$ cat config.mk
export PLATFORM = sky130hd
export DESIGN_NAME = crc_serial_unit
export DESIGN_NICKNAME = d
export VERILOG_FILES = /design/src/rtl/crc_pkg.sv /design/src/rtl/crc_poly_table.sv /design/src/rtl/crc_shift_reg.sv /design/src/rtl/crc_sel_ctl.sv /design/src/rtl/crc_serial_unit.sv
export SDC_FILE = /design/constraint.sdc
export NUM_CORES = 1
export LEC_CHECK = 0
export BUFFER_PORTS_ARGS = -buffer_cell sky130_fd_sc_hd__buf_2
export CAP_MARGIN = 20
export CELL_PAD_IN_SITES_DETAIL_PLACEMENT = 1
export CELL_PAD_IN_SITES_GLOBAL_PLACEMENT = 1
export CORE_UTILIZATION = 41
export CTS_CLUSTER_DIAMETER = 50
export DETAILED_ROUTE_END_ITERATION = 7
export PLACE_DENSITY_LB_ADDON = 0.1
export REMOVE_ABC_BUFFERS = 1
export SLEW_MARGIN = 10
export SYNTH_ARGS = -nofsm -noshare
export SYNTH_HDL_FRONTEND = slang
export SYNTH_SLANG_ARGS = --single-unit
$ cat constraint.sdc
create_clock -name clk_i -period 2 [get_ports clk_i]
set_input_delay 0.3 -clock clk_i [delete_from_list [all_inputs] [get_ports clk_i]]
set_output_delay 0.3 -clock clk_i [all_outputs]
set_load 0.01 [all_outputs]
$ cat src/rtl/crc_pkg.sv
package crc_pkg;
  localparam int unsigned CRC_W_MAX = 16;
  localparam int unsigned CRC_DEG_SHORT = 12;

  typedef enum logic [1:0] {
    POLY_CRC12 = 2'd0,
    POLY_CRC16 = 2'd1,
    POLY_CCITT = 2'd2,
    POLY_ALIAS = 2'd3
  } poly_e;

  typedef struct packed {
    logic [CRC_W_MAX-1:0] taps;  // generator without its x^n term
    logic [CRC_W_MAX-1:0] mask;  // live register bits
    logic [CRC_W_MAX-1:0] top;   // MSB position
  } poly_cfg_t;

  function automatic poly_cfg_t make_cfg(input logic [CRC_W_MAX-1:0] taps,
                                         input int unsigned deg);
    poly_cfg_t c;
    c.taps = taps;
    c.mask = {CRC_W_MAX{1'b1}} >> (CRC_W_MAX - deg);
    c.top  = {{(CRC_W_MAX-1){1'b0}}, 1'b1} << (deg - 1);
    return c;
  endfunction
endpackage

$ cat src/rtl/crc_poly_table.sv
module crc_poly_table
  import crc_pkg::*;
(
  input  poly_e     sel_i,
  output poly_cfg_t cfg_o
);
  always_comb begin
    unique case (sel_i)
      POLY_CRC12: cfg_o = make_cfg(16'h080F, CRC_DEG_SHORT);
      POLY_CRC16: cfg_o = make_cfg(16'h8005, CRC_W_MAX);
      default:    cfg_o = make_cfg(16'h1021, CRC_W_MAX);
    endcase
  end
endmodule

$ cat src/rtl/crc_shift_reg.sv
module crc_shift_reg
  import crc_pkg::*;
(
  input  logic                 clk_i,
  input  logic                 rst_ni,
  input  logic                 clr_i,
  input  logic                 shift_i,
  input  logic                 bit_i,
  input  poly_cfg_t            cfg_i,
  output logic [CRC_W_MAX-1:0] crc_o,
  output logic [CRC_W_MAX-1:0] nxt_o
);
  logic [CRC_W_MAX-1:0] crc_q, crc_d, shifted;
  logic                 fb;

  always_comb begin
    fb      = (|(crc_q & cfg_i.top)) ^ bit_i;
    shifted = ((crc_q << 1) ^ (fb ? cfg_i.taps : '0)) & cfg_i.mask;
    if (clr_i)        crc_d = '0;
    else if (shift_i) crc_d = shifted;
    else              crc_d = crc_q;
  end

  always_ff @(posedge clk_i or negedge rst_ni)
    if (!rst_ni) crc_q <= '0;
    else         crc_q <= crc_d;

  assign crc_o = crc_q;
  assign nxt_o = crc_d;

  p_idle_hold_r5: assert property (@(posedge clk_i) disable iff (!rst_ni)
    (!clr_i && !shift_i) |=> $stable(crc_q));
endmodule

$ cat src/rtl/crc_sel_ctl.sv
module crc_sel_ctl
  import crc_pkg::*;
(
  input  logic  clk_i,
  input  logic  rst_ni,
  input  logic  sof_i,
  input  poly_e sel_i,
  input  logic  eof_i,
  input  logic  nxt_zero_i,
  output poly_e sel_o,
  output logic  pass_vld_o,
  output logic  pass_o
);
  poly_e sel_q;
  logic  vld_q, pass_q;

  always_ff @(posedge clk_i or negedge rst_ni)
    if (!rst_ni) begin
      sel_q  <= POLY_CRC12;
      vld_q  <= 1'b0;
      pass_q <= 1'b0;
    end else begin
      if (sof_i) sel_q <= sel_i;
      vld_q  <= eof_i;
      pass_q <= eof_i & nxt_zero_i;
    end

  assign sel_o      = sel_q;
  assign pass_vld_o = vld_q;
  assign pass_o     = pass_q;

  p_sel_hold_r6: assert property (@(posedge clk_i) disable iff (!rst_ni)
    !sof_i |=> $stable(sel_q));
  p_pulse_src_r8: assert property (@(posedge clk_i) disable iff (!rst_ni)
    $rose(vld_q) |-> $past(eof_i));
  p_pass_gated_r8: assert property (@(posedge clk_i) disable iff (!rst_ni)
    !vld_q |-> !pass_q);
endmodule

$ cat src/rtl/crc_serial_unit.sv
module crc_serial_unit
  import crc_pkg::*;
(
  input  logic                 clk_i,
  input  logic                 rst_ni,
  input  logic                 sof_i,
  input  logic [1:0]           poly_sel_i,
  input  logic                 bit_vld_i,
  input  logic                 bit_i,
  input  logic                 eof_i,
  output logic [CRC_W_MAX-1:0] rem_o,
  output logic                 pass_vld_o,
  output logic                 pass_o
);
  poly_e                sel_q;
  poly_cfg_t            cfg;
  logic [CRC_W_MAX-1:0] nxt;

  crc_sel_ctl u_ctl (
    .clk_i      (clk_i),
    .rst_ni     (rst_ni),
    .sof_i      (sof_i),
    .sel_i      (poly_e'(poly_sel_i)),
    .eof_i      (eof_i),
    .nxt_zero_i (nxt == '0),
    .sel_o      (sel_q),
    .pass_vld_o (pass_vld_o),
    .pass_o     (pass_o)
  );

  crc_poly_table u_tab (
    .sel_i (sel_q),
    .cfg_o (cfg)
  );

  // sof clears in the same edge that loads the new select
  crc_shift_reg u_reg (
    .clk_i   (clk_i),
    .rst_ni  (rst_ni),
    .clr_i   (sof_i),
    .shift_i (bit_vld_i),
    .bit_i   (bit_i),
    .cfg_i   (cfg),
    .crc_o   (rem_o),
    .nxt_o   (nxt)
  );

  p_clear_r2: assert property (@(posedge clk_i) disable iff (!rst_ni)
    sof_i |=> (rem_o == '0));
  p_narrow_r4: assert property (@(posedge clk_i) disable iff (!rst_ni)
    (sel_q == POLY_CRC12) |-> (rem_o[CRC_W_MAX-1:CRC_DEG_SHORT] == '0));
  p_pass_zero_r8: assert property (@(posedge clk_i) disable iff (!rst_ni)
    pass_vld_o |-> (pass_o == (rem_o == '0)));
endmodule

# Word level (Yosys, flattened, before mapping)
# Cells that the tools add are included.
totals:
  register_bits: 20
  latchBits: 0
  ram_bits: 0
  mem_bits_ro: 0
  input_bits: 8
  output_inout_bits: 18
  elab_cells: 17
  mem_count: 0
op_classes:
  addsub: 0
  n_mul: 0
  div_mod_pow: 0
  order_cmp: 0
  eq_ne: 1
  shift: 0
  muxes: 4
  n_bitwise: 5
  reduce_logical: 3
ops:
  columns: ["op", "n"]
  rows:
  - ["$pmux 48 s2", 1]
  - ["$mux 16", 3]
  - ["$and 16x16->16", 2]
  - ["$logic_not 16->1", 1]
  - ["$reduce_or 16->1", 1]
  - ["$xor 16x16->16", 1]
  - ["$eq 2x1->1 const B", 1]
  - ["$logic_not 2->1", 1]
  - ["$and 1x1->1", 1]
  - ["$xor 1x1->1", 1]

# Depth between registers and ports, before layout
logic_depth:
  word_depth: 12
  ltp_mapped: 6
  ltp_nobuf: 5

# By module
# From an unflattened synthesis, not the netlist that was laid out.
hier_totals:
  hier_cells: 264
  hier_area_um2: 2143.3
modules_own_cells:
  columns: ["mod", "n_inst", "cells_each", "area_each_um2", "seq_area_each_um2"]
  rows:
  - ["crc_shift_reg", 1, 202, 1626.6, 400.4]
  - ["crc_poly_table", 1, 50, 354.1, 0.0]
  - ["crc_sel_ctl", 1, 7, 128.9, 100.1]
  - ["crc_serial_unit", 1, 5, 33.8, 0.0]

# Least setup slack after synthesis
# OpenSTA, ideal clock, no wires.
synth_path:
  path_kind: "reg-to-reg"
  start: "register u_reg.crc_q[11] (netlist: u_reg.crc_o[11])"
  end: "register u_ctl.pass_q (netlist: u_ctl.pass_o)"
  setup_time_ns: 0.111
  arrival_ns: 1.466
  required_ns: 1.889
  path_slack_ns: 0.422
  stages_incl_launch_ff: 7
  n_path_buf: 1
  period_less_slack_ns: 1.578
  cell_sequence: "dfrtp_1 -> buf_6 -> nand2b_1 -> a21o_1 -> a31oi_1 -> o311ai_1 -> a2111oi_2"
synth_via:
  elab_chain_cells: 10
synth_lines:
  columns: ["item", "line_no", "rtl"]
  rows:
  - ["start, declared", "crc_shift_reg.sv:13", "logic [CRC_W_MAX-1:0] crc_q, crc_d, shifted;"]
  - ["start signal, assigned", "crc_shift_reg.sv:26", "else crc_q <= crc_d;"]
  - ["$and 16x16->16", "crc_shift_reg.sv:17", "fb = (|(crc_q & cfg_i.top)) ^ bit_i;"]
  - ["$reduce_or 16->1", "crc_shift_reg.sv:17", null]
  - ["$xor 1x1->1", "crc_shift_reg.sv:17", null]
  - ["$mux 16", "crc_shift_reg.sv:18", "shifted = ((crc_q << 1) ^ (fb ? cfg_i.taps : '0)) & cfg_i.mask;"]
  - ["$xor 16x16->16", "crc_shift_reg.sv:18", null]
  - ["$and 16x16->16", "crc_shift_reg.sv:18", null]
  - ["$mux 16 *", "crc_shift_reg.sv:20", "else if (shift_i) crc_d = shifted;"]
  - ["$mux 16 *", "crc_shift_reg.sv:19", "if (clr_i) crc_d = '0;"]
  - ["$logic_not 16->1 *", "crc_serial_unit.sv:25", ".nxt_zero_i (nxt == '0),"]
  - ["$and 1x1->1 *", "crc_sel_ctl.sv:25", "pass_q <= eof_i & nxt_zero_i;"]
  - ["end signal, assigned", "crc_sel_ctl.sv:25", null]
  - ["end, declared", "crc_sel_ctl.sv:15", "logic vld_q, pass_q;"]
# Every way passes the cells marked *; elsewhere a longest branch is shown, timed or not.
# A chain may end at the register's enable or synchronous reset.

# Worst setup path in the final report
layout_path:
  start: "register u_ctl.sel_q[1] (netlist: u_ctl.sel_o[1])"
  end: "register u_ctl.pass_q (netlist: u_ctl.pass_o)"
layout_via:
  elab_chain_cells: 12
  elab_cells_between_ends: 13
  cone_classes: "eq/ne (1); mux (4); bitwise (5); reduce/logical (3)"
layout_lines:
  columns: ["item", "line_no", "rtl"]
  rows:
  - ["start, declared", "crc_sel_ctl.sv:14", "poly_e sel_q;"]
  - ["start signal, assigned", "crc_sel_ctl.sv:23", "if (sof_i) sel_q <= sel_i;"]
  - ["$eq 2x1->1 or $logic_not 2->1 (tied branches)", "crc_poly_table.sv:8", "unique case (sel_i)"]
  - ["$pmux 48 s2 *", "crc_poly_table.sv:8", null]
  - ["$and 16x16->16", "crc_shift_reg.sv:17", null]
  - ["$reduce_or 16->1", "crc_shift_reg.sv:17", null]
  - ["$xor 1x1->1", "crc_shift_reg.sv:17", null]
  - ["$mux 16", "crc_shift_reg.sv:18", null]
  - ["$xor 16x16->16", "crc_shift_reg.sv:18", null]
  - ["$and 16x16->16 *", "crc_shift_reg.sv:18", null]
  - ["$mux 16 *", "crc_shift_reg.sv:20", null]
  - ["$mux 16 *", "crc_shift_reg.sv:19", null]
  - ["$logic_not 16->1 *", "crc_serial_unit.sv:25", null]
  - ["$and 1x1->1 *", "crc_sel_ctl.sv:25", null]
# Marks and branches as above.

==> results.py <==
metrics = {
    "yosys": {
        "synth_enable_flop_cells": 0,
        "synth_common_cells": "dfrtp_1 (20), nor2_1 (16), mux2i_1 (10)",
        "ys_top_cells_by_area": "dfrtp_1 (40%), mux2i_1 (8.0%), nor2_1 (4.8%), nand2b_1 (4.5%), a21oi_1 (3.6%)",
        "synth_top_area_cell": "dfrtp_1",
        "synth_top_cell_area_share_pct": 39.8,
        "synth_cells": 127,
        "synth_most_common_cell": "dfrtp_1",
        "synth_area_um2": 1260,
        "ys_seq_area_share_pct": 39.8,
        "yosysWarnings": 0,
        "synth_cell_types": 41,
        "synthArstFlopShare_pct": 100,
        "synthFlopType": "dfrtp_1",
        "ys_ff_latch": 20,
        "synth.avg_cell_area_um2": 9.89,
    },
    "pwr": {
        "p_switching_w": 0.000282,
        "combPwrFrac_pct": 22.8,
        "p_int_w": 0.000629,
        "p_leak_nw": 0.684,
        "seqPwrFrac_pct": 50.7,
        "peakVddDrop_uv": 347,
        "p_per_area_nw_per_um2": 632,
        "power_frac_clock_pct": 26.5,
        "netSwitchingFraction_pct": 31.0,
    },
    "floorplanning": {
        "design.core.area_um2": 2830,
        "die_h_um": 57.4,
        "boundaryPins": 26,
        "rows": 19,
        "fp.dieW_um": 57.4,
        "die_area_um2": 3290,
        "initial_utilization_pct": 44.4,
    },
    "timing": {
        "finalCriticalPeriod_ns": 1.86,
        "post-route-period-util_pct": 93.2,
        "clock_skew_ns": 0.000779,
        "hold_viol_final": 0,
        "worstMarginPinSlew_ns": 0.474,
        "rsz0062_at_grt": "false",
        "maxSlewViolCount": 0,
        "max_freq_ghz": 0.536,
        "finalSetupTns_ns": 0,
        "final-setup-viol-count": 0,
        "max-slew-margin-rel_pct": 68.4,
    },
    "global_routing": {
        "grt_pass1_vias": 1034,
        "grt_overflow": 0,
        "antenna_found_initial": 0,
        "track_usage_pct": 21.2,
        "grt_max_degree": 21,
        "grt_pass1_wl_um": 5290,
    },
    "clocking": {
        "htreeDepth": 1,
        "clock-sinks": 20,
        "clock_latency_ns": 0.30,
        "cts.path.max_buffers": 2,
        "cts-root-buf": "clkbuf_4",
        "cts_tree": "done",
        "cts_buffers": 3,
        "post-cts-setup-buffers": 0,
        "clkTransAtPathRegs_ns": 0.12,
        "ctsResizeCount": 0,
    },
    "worst_hold_path": {
        "hp-class": "in2reg",
    },
    "worst_setup_path": {
        "slowest_stage": "dfrtp_1",
        "path_delay_family": "compound AO/OA/AOI/OAI gates",
        "slowest_delay_ns": 0.53,
        "crit_fanout": 10,
        "cp_data_required_time_ns": 2.21,
        "critPathKind": "reg2reg",
        "cp-start-kind": "flop",
        "cp.arrival_ns": 2.07,
        "critPathBufInv": 0,
        "end_kind": "flop",
        "path_cells": "nor2_1 -> a21oi_1 -> a31oi_1 -> o311ai_1 -> a2111oi_2",
    },
    "route": {
        "firstDrtPassIters": 8,
        "routed_wl_um": 3080,
        "viasPerCell": 5.54,
        "drcViolationCount": 2,
        "drtIter0Drc": 23,
        "wl_per_cell_um": 16.8,
        "num_vias": 1014,
        "ant_nets": 0,
    },
    "status": {
        "violations": "DRC",
        "outcome": "complete, but fails checks",
    },
    "layout": {
        "antenna_cells": 0,
        "fin_area_um2": 1440,
        "nets": 161,
        "drive_above_1_share_pct": 29.6,
        "syn2layout_area_growth_pct": 14.7,
        "n_fill_cell": 349,
    },
    "placed_design": {
        "place_hpwl_um": 2290,
        "routabilityCongestion": 0.765,
        "place_area_um2": 1400,
        "io_buffer_count": 25,
    },
    "flow_run": {
        "cap_viol_max_count": 0,
    },
}
==> final timing paths <==
kind	startpoint	end	slack, ns	cells after the start
worst min register to register	u_reg.crc_o[6]$_DFF_PN0_	u_reg.crc_o[6]$_DFF_PN0_	0.58	2
max in group asynchronous	rst_ni	u_ctl.pass_o$_DFF_PN0_	1.21	2
min in group asynchronous	rst_ni	u_reg.crc_o[12]$_DFF_PN0_	0.47	2
worst max register to register	u_ctl.sel_o[1]$_DFFE_PN0P_	u_ctl.pass_o$_DFF_PN0_	0.14	5
worst min-delay path	eof_i	u_ctl.pass_vld_o$_DFF_PN0_	0.11	1
worst max-delay path	u_ctl.sel_o[1]$_DFFE_PN0P_	u_ctl.pass_o$_DFF_PN0_	0.14	5
==> flip-flops by register name, indices dropped and copies added (netlist names) <==
| name | count |
|---|---|
| u_reg.crc_o | 16 |
| u_ctl.sel_o | 2 |
| u_ctl.pass_o | 1 |
| u_ctl.pass_vld_o | 1 |
==> cells in the final DEF (no fill, tap or decap), drive strengths merged, types with 2 or more instances in the layout <==
cell type,instances
buf,30
nor4,3
nand2,8
nand3,2
a31oi,3
or3,2
mux2i,10
nand2b,9
a211oi,3
xnor2,4
nor3,5
xor2,4
nor2,16
dfrtp,20
o21ai,2
o211ai,2
clkbuf,4
a21oi,10
==> per-stage QoR <==
step / power (W) / hold WS, ns / cells / worst slack (ns) / util (%)
CTS: 0.000922 / 0.105 / 183 / 0.164 / 51.0
floorplan: 0.000579 / 0.00441 / 117 / 0.301 / -
global route: 0.000962 / 0.107 / 183 / 0.000866 / 51.0
finish: 0.000911 / 0.111 / 183 / 0.135 / 51.0
global placement: 0.000671 / 0.276 / 178 / 0.236 / 49.3
detailed placement: 0.000677 / 0.284 / 178 / 0.191 / 49.3
==> cell families after synthesis <==
| logic type | Yosys count | synth area share [%] |
|---|---|---|
| AND/OR/NAND/NOR | 48 | 19.9 |
| AO/OA/AOI/OAI | 30 | 18.0 |
| flip-flops | 20 | 39.8 |
| multiplexers | 11 | 8.86 |
| buffers and inverters | 10 | 5.98 |
| XOR/XNOR | 8 | 7.37 |
==> power by group through the flow <==
stage          combinational [W]  clock [W]  sequential, W
3_3_place_gp            0.000202          0       0.000469
4_1_cts                 0.000210   0.000251       0.000462
2_1_floorplan           0.000104          0       0.000475
6_report                0.000208   0.000241       0.000462
3_5_place_dp            0.000208          0       0.000469
5_1_grt                 0.000229   0.000266       0.000467
==> timing repair <==
| action | 4_1_cts | 5_1_grt |
|---|---|---|
| hold buffers | 1 | 0 |
| endpoints found under the hold margin | 20 | 0 |
| setup endpoints to repair | 0 | 0 |
==> layout make-up <==
type	count	area [um^2]	share of cell area (%)
timing repair buffer	31	185	12.8
clock buffer	4	36.3	2.52
tap	31	38.8	2.69
multi-input combinational	97	681	47.2
sequential	20	500	34.7
==> per-layer routing <==
layer	share of wire (%)	global-route usage, %	vias to the layer above
li1	-	-	496
met1	50	31.2	498
met2	47	32.7	16
met3	2.3	2.72	4
met4	0.81	6.27	0
met5	0	0	-
No activity file was read; power rests on OpenSTA's default activity.
